[src/rtl/fss_pkg.sv]
package fss_pkg;
  localparam int unsigned CODE_W   = 4;
  localparam int unsigned CNT_W    = 8;
  localparam int unsigned WORD_W   = 16;
  localparam int unsigned NARROW_W = 8;
  localparam int unsigned CTL_LO   = 16;
  localparam int unsigned CTL_HI   = 32;

  typedef struct packed {
    logic             wide;
    logic             has_ctl;
    logic [CNT_W-1:0] last;
    logic [CNT_W-1:0] dlen;
  } frame_cfg_t;

  function automatic frame_cfg_t decode_code(input logic [CODE_W-1:0] code);
    frame_cfg_t   r;
    logic [CNT_W:0] len;
    r.wide    = code[3];
    r.has_ctl = code[3] & code[2];
    r.dlen    = code[3] ? CNT_W'(WORD_W) : CNT_W'(NARROW_W);
    if (!code[2])
      len = code[3] ? (CNT_W+1)'(WORD_W) : (CNT_W+1)'(NARROW_W);
    else
      len = (code[3] ? (CNT_W+1)'(2*WORD_W) : (CNT_W+1)'(2*NARROW_W)) << code[1:0];
    r.last = CNT_W'(len - (CNT_W+1)'(1));
    return r;
  endfunction
endpackage

[src/rtl/fss_frame_timer.sv]
module fss_frame_timer
  import fss_pkg::*;
(
  input  logic             clk,
  input  logic             rst,
  input  logic             en,
  input  logic [CNT_W-1:0] last,
  output logic             run_q,
  output logic             pre_q,
  output logic             fs_q,
  output logic [CNT_W-1:0] cnt_q,
  output logic [CNT_W-1:0] cnt_nxt,
  output logic             adv
);
  assign cnt_nxt = (cnt_q == last) ? '0 : cnt_q + CNT_W'(1);
  assign adv     = run_q & en;

  always_ff @(posedge clk) begin
    if (rst) begin
      run_q <= 1'b0;
      pre_q <= 1'b0;
      fs_q  <= 1'b0;
      cnt_q <= '0;
    end else if (!en) begin
      run_q <= 1'b0;
      pre_q <= 1'b0;
      fs_q  <= 1'b0;
      cnt_q <= '0;
    end else if (!run_q) begin
      // first bit time after enable: sync only, then frame bit 0
      run_q <= 1'b1;
      pre_q <= 1'b1;
      fs_q  <= 1'b1;
      cnt_q <= last;
    end else begin
      pre_q <= 1'b0;
      cnt_q <= cnt_nxt;
      fs_q  <= (cnt_nxt == last);
    end
  end
endmodule

[src/rtl/fss_tx_slot.sv]
module fss_tx_slot
  import fss_pkg::*;
(
  input  logic              clk,
  input  logic              rst,
  input  logic              en,
  input  logic              adv,
  input  logic [CNT_W-1:0]  cnt_nxt,
  input  frame_cfg_t        cfg,
  input  logic              tx_data_valid,
  input  logic [WORD_W-1:0] tx_data,
  output logic              tx_data_ready,
  input  logic              tx_ctl_valid,
  input  logic [WORD_W-1:0] tx_ctl,
  output logic              tx_ctl_ready,
  output logic              live_q,
  output logic              bit_q
);
  logic [WORD_W-1:0] d_hold, c_hold, sh;
  logic              d_full, c_full;
  logic              d_acc, c_acc;
  logic [WORD_W-1:0] d_aligned;

  assign tx_data_ready = ~d_full;
  assign tx_ctl_ready  = cfg.has_ctl & ~c_full;
  assign d_acc         = tx_data_valid & tx_data_ready;
  assign c_acc         = tx_ctl_valid & tx_ctl_ready;
  assign d_aligned     = cfg.wide ? d_hold
                                  : {d_hold[NARROW_W-1:0], {(WORD_W-NARROW_W){1'b0}}};
  assign bit_q         = sh[WORD_W-1];

  always_ff @(posedge clk) begin
    if (rst) begin
      d_hold <= '0;
      c_hold <= '0;
      sh     <= '0;
      d_full <= 1'b0;
      c_full <= 1'b0;
      live_q <= 1'b0;
    end else begin
      if (d_acc) begin
        d_hold <= tx_data;
        d_full <= 1'b1;
      end
      if (c_acc) begin
        c_hold <= tx_ctl;
        c_full <= 1'b1;
      end
      if (!en) begin
        live_q <= 1'b0;
      end else if (adv) begin
        if (cnt_nxt == '0) begin
          live_q <= d_full;
          if (d_full) begin
            sh     <= d_aligned;
            d_full <= 1'b0;
          end
        end else if (cfg.has_ctl && cnt_nxt == CNT_W'(CTL_LO)) begin
          live_q <= c_full;
          if (c_full) begin
            sh     <= c_hold;
            c_full <= 1'b0;
          end
        end else if (cnt_nxt == cfg.dlen || cnt_nxt == CNT_W'(CTL_HI)) begin
          live_q <= 1'b0;
        end else begin
          sh <= {sh[WORD_W-2:0], 1'b0};
        end
      end
    end
  end
endmodule

[src/rtl/fss_rx_slot.sv]
module fss_rx_slot
  import fss_pkg::*;
(
  input  logic              clk,
  input  logic              rst,
  input  logic              take,
  input  logic [CNT_W-1:0]  cnt_q,
  input  frame_cfg_t        cfg,
  input  logic              ctl_every,
  input  logic              sdi,
  output logic [WORD_W-1:0] rx_data,
  output logic              rx_data_valid,
  output logic [WORD_W-1:0] rx_ctl,
  output logic              rx_ctl_valid
);
  logic [WORD_W-1:0] rsh, word_in;
  logic              d_end, c_end;

  assign word_in = {rsh[WORD_W-2:0], sdi};
  assign d_end   = take && (cnt_q == cfg.dlen - CNT_W'(1));
  assign c_end   = take && cfg.has_ctl && (cnt_q == CNT_W'(CTL_HI - 1));

  always_ff @(posedge clk) begin
    if (rst) begin
      rsh           <= '0;
      rx_data       <= '0;
      rx_data_valid <= 1'b0;
      rx_ctl        <= '0;
      rx_ctl_valid  <= 1'b0;
    end else begin
      rsh           <= word_in;
      rx_data_valid <= d_end;
      rx_ctl_valid  <= c_end && (ctl_every || word_in != rx_ctl);
      if (d_end)
        rx_data <= cfg.wide ? word_in
                            : {{(WORD_W-NARROW_W){1'b0}}, word_in[NARROW_W-1:0]};
      if (c_end)
        rx_ctl <= word_in;
    end
  end
endmodule

[src/rtl/fss_slot_engine.sv]
module fss_slot_engine
  import fss_pkg::*;
(
  input  logic              clk,
  input  logic              rst,
  input  logic              en,
  input  logic [CODE_W-1:0] fl_code,
  input  logic              idle_hiz,
  input  logic              sync_pol,
  input  logic              ctl_every,
  input  logic              tx_data_valid,
  input  logic [WORD_W-1:0] tx_data,
  output logic              tx_data_ready,
  input  logic              tx_ctl_valid,
  input  logic [WORD_W-1:0] tx_ctl,
  output logic              tx_ctl_ready,
  output logic              sdo,
  output logic              sdo_oe,
  output logic              fsync,
  input  logic              sdi,
  output logic [WORD_W-1:0] rx_data,
  output logic              rx_data_valid,
  output logic [WORD_W-1:0] rx_ctl,
  output logic              rx_ctl_valid
);
  frame_cfg_t       cfg;
  logic             run_q, pre_q, fs_q, adv, live_q, bit_q;
  logic [CNT_W-1:0] cnt_q, cnt_nxt;

  assign cfg = decode_code(fl_code);

  fss_frame_timer timer_i (
    .clk(clk), .rst(rst), .en(en), .last(cfg.last),
    .run_q(run_q), .pre_q(pre_q), .fs_q(fs_q),
    .cnt_q(cnt_q), .cnt_nxt(cnt_nxt), .adv(adv)
  );

  fss_tx_slot tx_i (
    .clk(clk), .rst(rst), .en(en), .adv(adv), .cnt_nxt(cnt_nxt), .cfg(cfg),
    .tx_data_valid(tx_data_valid), .tx_data(tx_data), .tx_data_ready(tx_data_ready),
    .tx_ctl_valid(tx_ctl_valid), .tx_ctl(tx_ctl), .tx_ctl_ready(tx_ctl_ready),
    .live_q(live_q), .bit_q(bit_q)
  );

  fss_rx_slot rx_i (
    .clk(clk), .rst(rst), .take(run_q & ~pre_q), .cnt_q(cnt_q), .cfg(cfg),
    .ctl_every(ctl_every), .sdi(sdi),
    .rx_data(rx_data), .rx_data_valid(rx_data_valid),
    .rx_ctl(rx_ctl), .rx_ctl_valid(rx_ctl_valid)
  );

  assign sdo    = live_q ? bit_q : 1'b1;
  assign sdo_oe = live_q | ~idle_hiz;
  assign fsync  = fs_q ^ sync_pol;
endmodule

[config.mk]
export PLATFORM = sky130hd
export DESIGN_NAME = fss_slot_engine
export DESIGN_NICKNAME = d
export VERILOG_FILES = /design/src/rtl/fss_pkg.sv /design/src/rtl/fss_frame_timer.sv /design/src/rtl/fss_tx_slot.sv /design/src/rtl/fss_rx_slot.sv /design/src/rtl/fss_slot_engine.sv
export SDC_FILE = /design/constraint.sdc
export NUM_CORES = 1
export LEC_CHECK = 0
export BUFFER_PORTS_ARGS = -buffer_cell sky130_fd_sc_hd__buf_2
export CAP_MARGIN = 20
export CORE_ASPECT_RATIO = 1.5
export CORE_MARGIN = 2
export CORE_UTILIZATION = 40
export CTS_CLUSTER_SIZE = 10
export DETAILED_ROUTE_END_ITERATION = 8
export HOLD_SLACK_MARGIN = 0.15
export PLACE_DENSITY = 0.65
export REMOVE_ABC_BUFFERS = 1
export SYNTH_ARGS = -nofsm -noshare
export SYNTH_HDL_FRONTEND = slang
export SYNTH_SLANG_ARGS = --single-unit
[constraint.sdc]
create_clock -name clk -period 2.69 [get_ports clk]
set_input_delay 0.269 -clock clk [delete_from_list [all_inputs] [get_ports clk]]
set_output_delay 0.269 -clock clk [all_outputs]
set_load 0.005 [all_outputs]
Word level (Yosys, flattened, before mapping)
Index checks and enable logic that the tools add are counted.
{"block": "totals", "out_inout_bits": 39, "n_memories": 0, "reg_bits": 111, "romBits": 0, "ramBits": 0, "input_bits": 45, "latchBits": 0}
{"block": "classes", "n_mul": 0, "bitwise_logic": 13, "n_reduce_logical": 12, "add_sub_neg": 3, "n_shift": 1, "n_mux": 31, "eq_ne": 11, "n_div": 0, "order_cmp": 0}
{"cell": "$mux 16", "count": 7}
{"cell": "$eq 8x8->1", "count": 3}
{"cell": "$mux 8", "count": 3}
{"cell": "$mux 1", "count": 18}
{"cell": "$eq 8x5->1 const B", "count": 2}
{"cell": "$ne 16x16->1", "count": 1}
{"cell": "$mux 5", "count": 2}
{"cell": "$add 8x1->8 const B", "count": 1}
{"cell": "$eq 8x5->1", "count": 1}
{"cell": "$eq 8x6->1 const B", "count": 1}
{"cell": "$logic_not 8->1", "count": 1}
{"cell": "$shl 6x2->8", "count": 1}
{"cell": "$sub 8x1->8 const B", "count": 1}
{"cell": "$and 1x1->1", "count": 6}
{"cell": "$mux 6", "count": 1}
{"cell": "$ne 3x1->1 const B", "count": 2}
{"cell": "$sub 5x1->6 const B", "count": 1}
{"cell": "$logic_and 1x1->1", "count": 5}
{"cell": "$not 1->1", "count": 5}
{"cell": "$reduce_and 5->1", "count": 1}
{"cell": "$reduce_bool 3->1", "count": 1}
{"cell": "$logic_or 1x1->1", "count": 2}
{"cell": "$ne 2x1->1 const B", "count": 1}
{"cell": "$reduce_and 2->1", "count": 1}
{"cell": "other kinds (3)", "count": 3}

Longest topological paths before layout
Gate-level depths: netlist (run 1).
{"block": "depth", "depth_word": 12, "ltp_mapped": 15}

Modules after synthesis
Synthesis (run 1) repeated with hierarchy kept, for this count alone.
{"block": "unflattened", "hier_cells": 653, "area_unflattened_um2": 5586.6}
{"mod": "fss_tx_slot", "instances": 1, "area_each_um2": 2539.9, "cells_each": 320}
{"mod": "fss_rx_slot", "instances": 1, "area_each_um2": 2072.0, "cells_each": 205}
{"mod": "fss_frame_timer", "instances": 1, "area_each_um2": 789.5, "cells_each": 100}
{"mod": "fss_slot_engine", "instances": 1, "area_each_um2": 185.2, "cells_each": 28}

Worst setup path before layout (run 1)
OpenSTA, ideal clock, no wires.
{"block": "synth_path", "path_type": "input to register", "start": "input fl_code[3]", "end": "register tx_i.sh[10]", "arrival_time_ps": 2782, "path_slack_ps": -172, "path_buffers": 3, "cell_stages": 15, "path_cell_list": "inv_1 > ha_1 > nand3b_1 > o21a_1 > ha_1 > buf_2 > and4b_1 > a311o_1 > o211ai_2 > o211a_4 > a2111oi_4 > or3_1 > buf_6 > buf_12 > a211oi_2"}
{"block": "synth_between", "elab_chain_len": 10}
{"item": "start, declared", "line": "fss_slot_engine.sv:7", "text": "input logic [CODE_W-1:0] fl_code,"}
{"item": "$mux 6", "line": "fss_pkg.sv:25", "text": "len = (code[3] ? (CNT_W+1)'(2*WORD_W) : (CNT_W+1)'(2*NARROW_W)) << code[1:0];"}
{"item": "$shl 6x2->8", "line": "fss_pkg.sv:25"}
{"item": "$mux 8", "line": "fss_pkg.sv:22", "text": "if (!code[2])"}
{"item": "$sub 8x1->8", "line": "fss_pkg.sv:26", "text": "r.last = CNT_W'(len - (CNT_W+1)'(1));"}
{"item": "$eq 8x8->1", "line": "fss_frame_timer.sv:15", "text": "assign cnt_nxt = (cnt_q == last) ? '0 : cnt_q + CNT_W'(1);"}
{"item": "$mux 8", "line": "fss_frame_timer.sv:15"}
{"item": "$eq 8x5->1, or another cell as far along", "line": "fss_tx_slot.sv:58", "text": "end else if (cfg.has_ctl && cnt_nxt == CNT_W'(CTL_LO)) begin"}
{"item": "$logic_and 1x1->1 or $logic_or 1x1->1 (tied branches)", "line": "fss_tx_slot.sv:58, fss_tx_slot.sv:64"}
{"item": "$ne 3x1->1 (no line) or $mux 16 (tied branches)"}
{"item": "$reduce_and 5->1 (no line) or $mux 16 (tied branches)"}
{"item": "end signal, assigned", "line": "fss_tx_slot.sv:55", "text": "sh <= d_aligned;"}
{"item": "end signal, assigned", "line": "fss_tx_slot.sv:61", "text": "sh <= c_hold;"}
{"item": "end signal, assigned", "line": "fss_tx_slot.sv:67", "text": "sh <= {sh[WORD_W-2:0], 1'b0};"}
{"item": "end, declared", "line": "fss_tx_slot.sv:19", "text": "logic [WORD_W-1:0] d_hold, c_hold, sh;"}
Parallel ways exist; a longest one is shown, timed or not. The select of a mux whose other input is x is not followed.
A chain may end at the register's enable or synchronous reset.

Worst setup path after layout (run 1)
{"block": "layout_path", "start": "register timer_i.cnt_q[0]", "end": "register tx_i.live_q"}
{"block": "layout_between", "elab_chain_len": 6}
{"item": "start, declared", "line": "fss_frame_timer.sv:11", "text": "output logic [CNT_W-1:0] cnt_q,"}
{"item": "start signal, assigned", "line": "fss_frame_timer.sv:34", "text": "cnt_q <= last;"}
{"item": "start signal, assigned", "line": "fss_frame_timer.sv:37", "text": "cnt_q <= cnt_nxt;"}
{"item": "$add 8x1->8 or $eq 8x8->1 (tied branches)", "line": "fss_frame_timer.sv:15"}
{"item": "$mux 8 (*)", "line": "fss_frame_timer.sv:15"}
{"item": "$eq 8x5->1, or another cell as far along", "line": "fss_tx_slot.sv:64", "text": "end else if (cnt_nxt == cfg.dlen || cnt_nxt == CNT_W'(CTL_HI)) begin"}
{"item": "$logic_or 1x1->1 or $logic_and 1x1->1 (tied branches)", "line": "fss_tx_slot.sv:64, fss_tx_slot.sv:58"}
{"item": "$reduce_bool 3->1 (no line) or $mux 1 (tied branches)"}
{"item": "$reduce_and 2->1 (no line) or $mux 1 (tied branches)"}
{"item": "end signal, assigned", "line": "fss_tx_slot.sv:53", "text": "live_q <= d_full;"}
{"item": "end signal, assigned", "line": "fss_tx_slot.sv:59", "text": "live_q <= c_full;"}
{"item": "end, declared", "line": "fss_tx_slot.sv:16", "text": "output logic live_q,"}
Mark *: on every way between the ends. The rest lies on a longest branch, timed or not.

==> impl.org, run 1 <==
** Final layout
- The count of cells in the finished layout, fillers not included, comes to 894.
- Layout cell share with drive strength beyond 1 :: 23.3%
- After the last flow step, the layout net total stands at 780.
- Filler Cells Inserted :: 1,220
- Fraction of the core area covered by cells at the end of the flow :: 50.5%
- Area taken by multi-input logic gates :: 2820 um2
- The repair_antennas step left the layout with diodes totalling 0.
- The area growth from synthesis to layout is 24.1%.
- The sequential cells in the finished layout cover a total of 2220 um2.

** GRT
- Antenna violations before repair :: 0
- The total overflow left after global routing is 0.
- Aggregate global-route resource usage :: 19.3%
- Entering global routing, the biggest net connects 60 pins.
- Vias in the first global route :: 4,736
- Wire length of the first global-routing pass :: 22,300 um

** Setup path
- The critical path goes through ha_2, and3_2, mux2i_1, a32o_1, or4_1, a31o_2, a221oi_1, nor3_1.
- Largest driver fanout on the critical path :: 5
- For the worst setup path, the data arrival time is 2.78 ns.
- The largest individual stage delay along the critical path comes from the cell sky130_fd_sc_hd__or4_1.
- Type of the setup path with the least slack :: register to register
- CP Capture Type :: register
- Number of buffers and inverters on the critical path :: 0
- The worst setup path is launched from a register.
- Cell family with most CP delay :: simple AND/OR/NAND/NOR gates
- Data on the critical path is required at its endpoint by 2.92 ns.
- Highest cell delay on the worst timing path :: 0.53 ns

** Power and ir drop
- The completed layout was analyzed and its total power is 3.55 mW.
- Peak VDD IR :: 0.000447 V
- For this design the static power due to leakage is 2.68 nW.
- Pwr Density :: 542 nW/um2

** Route
- Routed len/inst :: 15.4 um
- The detailed router finished its first iteration with 254 violations.
- First-pass DRT Iterations :: 5
- Via density :: 5.46
- DRT Wirelength :: 13,800 um
- Number of design rule violations left after detail routing :: 0
- Via total after detailed routing :: 4,877
- Antenna violation net count after detailed routing :: 0

** Clock tree
- Clock buffer count from CTS :: 9
- The H-tree was split into 3 levels.
- After clock tree synthesis, the clock-pin slew on the worst setup and hold paths is 0.08 ns.
- For the worst-skew pair, the clock arrives at the later sink with an insertion delay of 0.36 ns.
- TritonCTS built the clock tree.
- Maximum buffer depth of the clock tree :: 2
- Clock tree synthesis found a total of 111 sinks.
- CTS root buffer :: sky130_fd_sc_hd__clkbuf_16

** Placement
- Counting tap cells, the placed design contains a total of 856 instances.
- The count of buffers added on input and output ports is 83.
- At the end of routability-driven placement, the weighted congestion stood at 0.885.
- The wire-length estimate of the detail-placed layout is 9900 um.

** Synth
- Flip-flop and latch count after synthesis :: 111
- Total of warnings raised by yosys :: 0
- The share of the Yosys chip area taken by registers is 42.1%.
- Post-Syn Area per Cell :: 8.48 um2
- Number of instances in the synthesized netlist :: 622
- In this run the cell area of the synthesized design comes to 5270 um2.
- Synth unique cells :: 63
- Primary flip-flop cell chosen by synthesis mapping :: sky130_fd_sc_hd__dfxtp_1
- For this run, asynchronously set or reset flops after synthesis account for 0%.
- The synthesized design contains 0 enable-type register cells.

** Timing
- Setup repair after global routing left no endpoint under its margin.
- Final slew viol count :: 0
- Post-layout min period :: 2.55 ns
- Max Clk Rate :: 0.391 GHz
- Worst clock skew :: 0.0107 ns
- Measured slew at the worst slew-check pin :: 0.655 ns
- Worst relative slew slack :: 56.3%
- The worst path uses 95.0% of the clock period.
- Final Hold Violating Endpoints :: 0
- Count of final setup violators :: 0

** Floorplan
- Once the floorplan was initialized, standard cells occupied 40.7% of the core.
- Pin placement for this block handled 84 I/O pins.
- Total die area :: 14,100 um2
- The total area inside the core boundary comes to 13,000 um2.
- The floorplan has 51 rows.
- Die height :: 145 um
- Die span in x :: 97.8 um

** Flow run
- Across the run, the number of max-cap violations was 0.

** Min path
- Hold/Removal Path Class :: input pin to register

** Outcome
- The run finished with clean final reports.
## cell families after synthesis
logic type / after synthesis / synth area share [%]
AOI/OAI and AO/OA: 158 / 21.5
xor gates and xnor gates: 35 / 6.22
adders and majority gates: 5 / 1.19
buffers and inverters: 56 / 4.75
DFF: 111 / 42.1
muxes: 9 / 1.90
and+or+nand+nor: 248 / 22.3
## cells in the mapped netlist (11+ instances only)
master / instances / area, um2
sky130_fd_sc_hd__nand2_1: 132 / 495
sky130_fd_sc_hd__clkbuf_1: 32 / 120
sky130_fd_sc_hd__nand3_1: 14 / 70.1
sky130_fd_sc_hd__xor2_1: 23 / 201
sky130_fd_sc_hd__inv_1: 11 / 41.3
sky130_fd_sc_hd__a21oi_1: 74 / 370
sky130_fd_sc_hd__dfxtp_1: 111 / 2220
sky130_fd_sc_hd__a22o_1: 16 / 140
sky130_fd_sc_hd__nor2_1: 26 / 97.6
sky130_fd_sc_hd__nor4_1: 19 / 119
sky130_fd_sc_hd__nor2b_1: 19 / 119
## registers in the layout, indices dropped and copies added, names as in the netlist, 8 cells and up
signal,cells
rx_i.rsh,15
rx_i.rx_ctl,16
rx_i.rx_data,16
timer_i.cnt_q,8
tx_i.c_hold,16
tx_i.d_hold,16
tx_i.sh,16
## layout by cell type, fill, tap and decap left out, types with 16 or more instances in the layout
master and n:
sky130_fd_sc_hd__dfxtp_1 110, sky130_fd_sc_hd__buf_2 82, sky130_fd_sc_hd__nand2_1 132, sky130_fd_sc_hd__dlygate4sd3_1 22, sky130_fd_sc_hd__nor4_1 19, sky130_fd_sc_hd__nor2_1 25
sky130_fd_sc_hd__xor2_1 23, sky130_fd_sc_hd__nor2b_1 19, sky130_fd_sc_hd__buf_4 35, sky130_fd_sc_hd__a21oi_1 74, sky130_fd_sc_hd__a22o_1 16
## layer usage
layer / vias to the layer above / share of wire (%) / GRT usage (%) / wire [um]
met4: 0 / 2.2 / 7.60 / 300
met2: 149 / 55 / 37.4 / 7540
met1: 2310 / 39 / 20.7 / 5360
li1: 2397 / - / - / -
met3: 21 / 4.0 / 3.29 / 552
met5: - / 0 / 0 / 0
## power breakdown
part / internal [mW] / total, mW / switching (mW)
logic: 0.201 / 0.419 / 0.218
registers: 1.69 / 1.74 / 0.0449
clock network: 0.742 / 1.39 / 0.649
## per-stage QoR
step	setup WS (ns)	hold WS (ns)	TNS, ns	instance area [um2]
floorplan	-1.16	0.334	-19.81	5060
global placement	-0.0976	0.440	-1.33	6010
detailed placement	-0.196	0.445	-2.62	6010
CTS	0.0308	0.150	0	6540
global route	0.00927	0.158	0	6540
finish	0.135	0.156	0	6540
## layout make-up
cell class | instances | area share (%)
multi-input cells | 455 | 43.0
flip-flops and latches | 111 | 34.0
repair buffers | 142 | 14.6
clock buffers | 9 | 3.44
well taps | 159 | 3.04
clock inverters | 7 | 1.30
inverters | 11 | 0.631
## path summary, 6_finish.rpt
| check | slack [ns] | from | end | cells after the start |
|---|---|---|---|---|
| setup reg to reg | 0.14 | timer_i.cnt_q[0] | tx_i.live_q | 8 |
| setup / recovery | 0.14 | timer_i.cnt_q[0] | tx_i.live_q | 8 |
| hold / removal | 0.16 | tx_ctl[2] | tx_i.c_hold[2] | 3 |
| hold reg to reg | 0.45 | rx_i.rx_data[1] | rx_i.rx_data[1] | 2 |
## repair_timing
action	in CTS	in global routing
gates resized for setup	0	3
hold buffers	22	0
hold endpoints to repair	22	0
buffers inserted	0	0
endpoints found under the setup margin	0	17
## tightest hold or removal path, cell delays in order
cell	delay, ns
sky130_fd_sc_hd__buf_2	0.10
sky130_fd_sc_hd__nand2_1	0.05
sky130_fd_sc_hd__a21oi_1	0.05
Power figures use the tool's default switching activity.
==> inputs of run 2 (changes only) <==
--- a/config.mk
+++ b/config.mk
@@ -15,6 +15,8 @@
 export HOLD_SLACK_MARGIN = 0.15
 export PLACE_DENSITY = 0.65
 export REMOVE_ABC_BUFFERS = 1
+export SLEW_MARGIN = 20
 export SYNTH_ARGS = -nofsm -noshare
 export SYNTH_HDL_FRONTEND = slang
+export SYNTH_HIERARCHICAL = 1
 export SYNTH_SLANG_ARGS = --single-unit
==> impl.org, run 2 <==
** Floorplan
- The core footprint came to 13,600 um2 (+5.0%).
- The number of cell rows is 52 (+2.0%).
- Total die area :: 14,900 um2 (+5.7%)
- Die span in x :: 100 um (+2.8%)
- Effective utilization at floorplan :: 41.1% (+0.37 points)
- The count of boundary I/O pins came to 84 (unchanged).
- The die height was 149 um (+2.8%).

** Power and ir drop
- Pwr Density :: 495 nW/um2 (-8.7%)
- Logic pwr share :: 15.3% (+3.5 points)
- The net switching share of the total power was 27.8% (+2.1 points).
- Cell internal pwr :: 2.60 mW (-1.5%)
- The share of total power in sequential cells came to 47.4% (-1.6 points).
- Net load switching power :: 0.998 mW (+9.4%)
- Peak VDD IR :: 0.000397 V (-11%)
- Portion of total power attributed to the clock network :: 37.3% (-1.9 points)
- Static Leak :: 3.19 nW (+19%)

** Clock tree
- CTS root buffer :: sky130_fd_sc_hd__clkbuf_16
- Maximum buffer depth of the clock tree :: 2 (unchanged)
- Clock-pin slew reported for the worst setup and hold paths after clock tree synthesis :: 0.08 ns (about the same)
- The number of clock buffers inserted by TritonCTS came to 9 (unchanged).
- The CTS H-tree depth was 3 (unchanged).
- The total clock sinks was 111 (unchanged).
- TritonCTS built the clock tree.
- Clk_lat worst skew :: 0.35 ns (about the same)

** Final layout
- The footprint of the flip-flops and latches is 2220 um2 (about the same).
- Top library cells by usage in the layout, fill and taps aside :: 111 x sky130_fd_sc_hd__dfxtp_1, 98 x sky130_fd_sc_hd__nand2_1, 79 x sky130_fd_sc_hd__buf_2
- The final cell count without fillers was 992 (+11%).
- The multi-input logic area was 3420 um2 (+21%).
- Layout cell share with drive strength beyond 1 :: 26.1% (+2.9 points)
- The post-route standard cell area excluding fillers is 7260 um2 (+11%).
- Leaving out fill and tap cells, the most frequent cell in the layout is sky130_fd_sc_hd__dfxtp_1.
- From synthesis to final layout, the design area changed by 29.9%.
- The number of antenna diodes is 0 (unchanged).
- The filler cell count in the final layout was 1,254 (+2.8%).
- The final-stage net count was 875 (+12%).

** Synth
- Cell accounting for the most synthesized area :: sky130_fd_sc_hd__dfxtp_1
- The fraction of the mapped netlist area in compound gates is 12.9% (-8.6 points).
- Sequential element share of the synthesized area :: 39.8% (-2.4 points)
- The synthesized flop and latch total was 111 (unchanged).
- Largest cells by area after synthesis :: sky130_fd_sc_hd__dfxtp_1 40%, sky130_fd_sc_hd__mux2i_1 7.3%, sky130_fd_sc_hd__nand2_1 6.6%, sky130_fd_sc_hd__xor2_1 4.7%, sky130_fd_sc_hd__a21oi_1 4.0%
- The share of synthesized cell area in and, or, nand and nor gates was 23.3% (+1.1 points).
- Netlist Area Pre-Place :: 5590 um2 (+5.9%)
- Multiplexer share of the synthesized area :: 10.8% (+8.9 points)
- Yosys top cell area share :: 39.8% (-2.4 points)
- Primary flip-flop cell chosen by synthesis mapping :: sky130_fd_sc_hd__dfxtp_1
- The commonest cells after synthesis are 111 x sky130_fd_sc_hd__dfxtp_1, 98 x sky130_fd_sc_hd__nand2_1, 45 x sky130_fd_sc_hd__a21oi_1.
- Ys async rst share :: 0% (unchanged)
- The post-synthesis xor/xnor area fraction came to 7.84% (+1.6 points).
- The instance count of the mapped netlist came to 653 (+5.0%).
- Post-Syn Area per Cell :: 8.56 um2 (+0.90%)
- Synth unique cells :: 61 (-3.2%)
- Number of enable flip-flop cells after synthesis :: 0 (unchanged)
- The adder-cell share of the synthesized area was 1.12% (-0.066 points).
- Leading cell type by number of instances after synthesis :: sky130_fd_sc_hd__dfxtp_1
- By area, the combinational part of the netlist is dominated by simple AND/OR/NAND/NOR gates.
- The yosys synthesis warning count came to 6 (+6).

** Placement
- The total of buffers placed on input and output ports is 83 (unchanged).
- Sum of net half-perimeters after detailed placement :: 10,700 um (+8.5%)
- Instance area after placement :: 6630 um2 (+10%)
- Number of placed instances, taps included :: 961 (+12%)
- The pre-CTS setup slack came to -1.26 ns (-1.06 ns).
- The routability congestion estimate came to 0.847 (-4.3%).

** Route
- DRT Wirelength :: 14,800 um (+7.8%)
- Via density :: 5.10 (-6.4%)
- Routed len/inst :: 14.9 um (-2.9%)
- Via total after detailed routing :: 5,063 (+3.8%)
- The number of search-and-repair iterations in the first detailed-routing pass came to 4 (-1).
- Drt initial violations :: 187 (-26%)
- The DRC violation count after routing was 0 (unchanged).
- Antenna violation net count after detailed routing :: 0 (unchanged)

** Setup path
- The number of cells traversed by the worst register-to-register path was 11 (+3).
- The data required time of the worst path came to 2.97 ns (+0.05 ns).
- Destination of the worst register-to-register timing path :: tx_i/sh[1]
- The arrival time of the worst setup path is 3.67 ns (+0.89 ns).
- In this run the critical register-to-register path is launched from timer_i/cnt_q[3].
- Type of the setup path with the least slack :: input pin to register
- STA classifies the critical path startpoint as an input pin.
- The maximum net fanout on the critical path came to 8 (+3).
- The flop-to-flop setup slack is -0.54 ns (-0.68 ns).
- CP Capture Type :: register

** Timing
- The number of hold-slack violations in the final timing report is 0 (unchanged).
- The final period utilization was 126% (+31 points).
- Worst clock skew :: 0.0105 ns (-0.000217 ns)
- Max Clk Rate :: 0.294 GHz (-25%)
- Measured slew at the worst slew-check pin :: 0.712 ns (+0.0569 ns)
- Count of final setup violators :: 19 (+19)
- Post-layout min period :: 3.40 ns (+0.842 ns)
- The worst relative slew slack was 52.4% (-3.9 points).
- Setup repair after global routing missed its margin :: yes
- Setup ws final :: -0.706 ns (-0.842 ns)
- The number of pins with negative max-slew slack in the final report came to 0 (unchanged).

** Min path
- The startpoint identified for the worst hold timing path is tx_ctl[4].
- WHS Path Cells :: 3 (unchanged)
- Worst-case hold path end point :: tx_i/c_hold[4]
- Hold/Removal Path Class :: input pin to register

** Outcome
- Outcome :: finished, violations left
- The checks that failed: negative setup slack.

** GRT
- The combined global-route utilization of all metal layers is 20.5% (+1.2 points).
- Wire length of the first global-routing pass :: 24,500 um (+10%)
- Vias in the first global route :: 5,086 (+7.4%)
- Pin count of the biggest net entering global routing :: 56 (-6.7%)
- The remaining global-route overflow was 0 (unchanged).
- The number of antenna violations at the first check in global routing was 0 (unchanged).

** Flow run
- The number of max-capacitance violations reported was 0 (unchanged).
-- run 2: changes by cell type after synthesis, sizes merged, moves of 13 or more --
cell | before | now
a21oi | 74 | 46
o21ai | 4 | 42
a22o | 16 | 3
mux2i | 1 | 41
nor2 | 26 | 41
nand2b | 3 | 20
nand3b | 1 | 15
nand2 | 132 | 98
a211oi | 17 | 3
-- run 2: metal layers --
metal,global-route usage (%),wire length (um),vias to the layer above
met5,0,0,-
met4,6.78,262,0
met3,3.28,675,17
met2,36.9,7640,119
met1,24.5,6250,2383
li1,-,-,2544
-- run 2: critical path, cell delays in order --
cell	delay, ns
sky130_fd_sc_hd__buf_4	0.13
sky130_fd_sc_hd__buf_6	0.13
sky130_fd_sc_hd__nor2_4	0.10
sky130_fd_sc_hd__a31oi_4	0.05
sky130_fd_sc_hd__ha_4	0.27
sky130_fd_sc_hd__inv_2	0.04
sky130_fd_sc_hd__xor2_1	0.14
sky130_fd_sc_hd__or4_4	0.44
sky130_fd_sc_hd__nor4_4	0.27
sky130_fd_sc_hd__buf_4	0.18
sky130_fd_sc_hd__nor2_2	0.04
sky130_fd_sc_hd__or4_4	0.58
sky130_fd_sc_hd__or4_4	0.48
sky130_fd_sc_hd__a21oi_4	0.17
sky130_fd_sc_hd__buf_6	0.15
sky130_fd_sc_hd__o21ai_0	0.07
sky130_fd_sc_hd__mux2i_1	0.15
-- run 2: power groups by stage --
stage          clock, mW  combinational (mW)  sequential, mW
6_report            1.34               0.549            1.70
5_1_grt             1.43               0.605            1.71
4_1_cts             1.38               0.525            1.70
3_5_place_dp           0               0.488            1.74
3_3_place_gp           0               0.478            1.74
2_1_floorplan          0               0.267            1.74
-- run 2: metrics by stage --
step                      hold WS, ns  utilization (%)  setup TNS (ns)  total power [mW]
after global placement          0.440             48.7          -24.26              2.22
final                           0.153             53.4          -12.58              3.59
after global routing            0.156             53.4          -14.61              3.75
after detailed placement        0.444             48.7          -25.48              2.23
after floorplan                 0.338                -          -33.77              2.01
after CTS                       0.150             52.6          -12.33              3.61
-- run 2: timing repair --
action / 4_1_cts / 5_1_grt
endpoints found under the setup margin: 19 / 27
setup buffers: 4 / 3
pin swaps: 9 / 6
hold buffers: 8 / 0
endpoints found under the hold margin: 8 / 0
cloned: 0 / 0
gates resized for setup: 30 / 31
-- run 2: worst max-delay path by stage --
stage                     slack, ns  cells past startpoint           to       start
final                         -0.71                     17   tx_i/sh[1]  fl_code[2]
after global routing          -0.80                     17   tx_i/sh[2]  fl_code[2]
after CTS                     -0.69                     16   tx_i/sh[0]  fl_code[3]
after detailed placement      -1.26                     16   tx_i/sh[5]  fl_code[3]
after global placement        -1.19                     16  tx_i/sh[12]  fl_code[3]
after floorplan               -1.98                     14   tx_i/sh[0]  fl_code[3]
-- run 2: cells by family after synthesis --
logic type / Yosys count
and+or+nand+nor: 252
AOI/OAI and AO/OA: 124
DFF: 111
muxes: 58
buffers and inverters: 51
xor gates and xnor gates: 50
adders and majority gates: 5
other: 2
-- run 2: area by class of cell --
cell class	instances	share of cell area (%)
tap	162	2.79
timing repair buffer	155	14.3
inverter	17	0.948
clock inverter	7	1.12
clock buffer	9	3.10
sequential	111	30.6
multi-input combinational	531	47.1
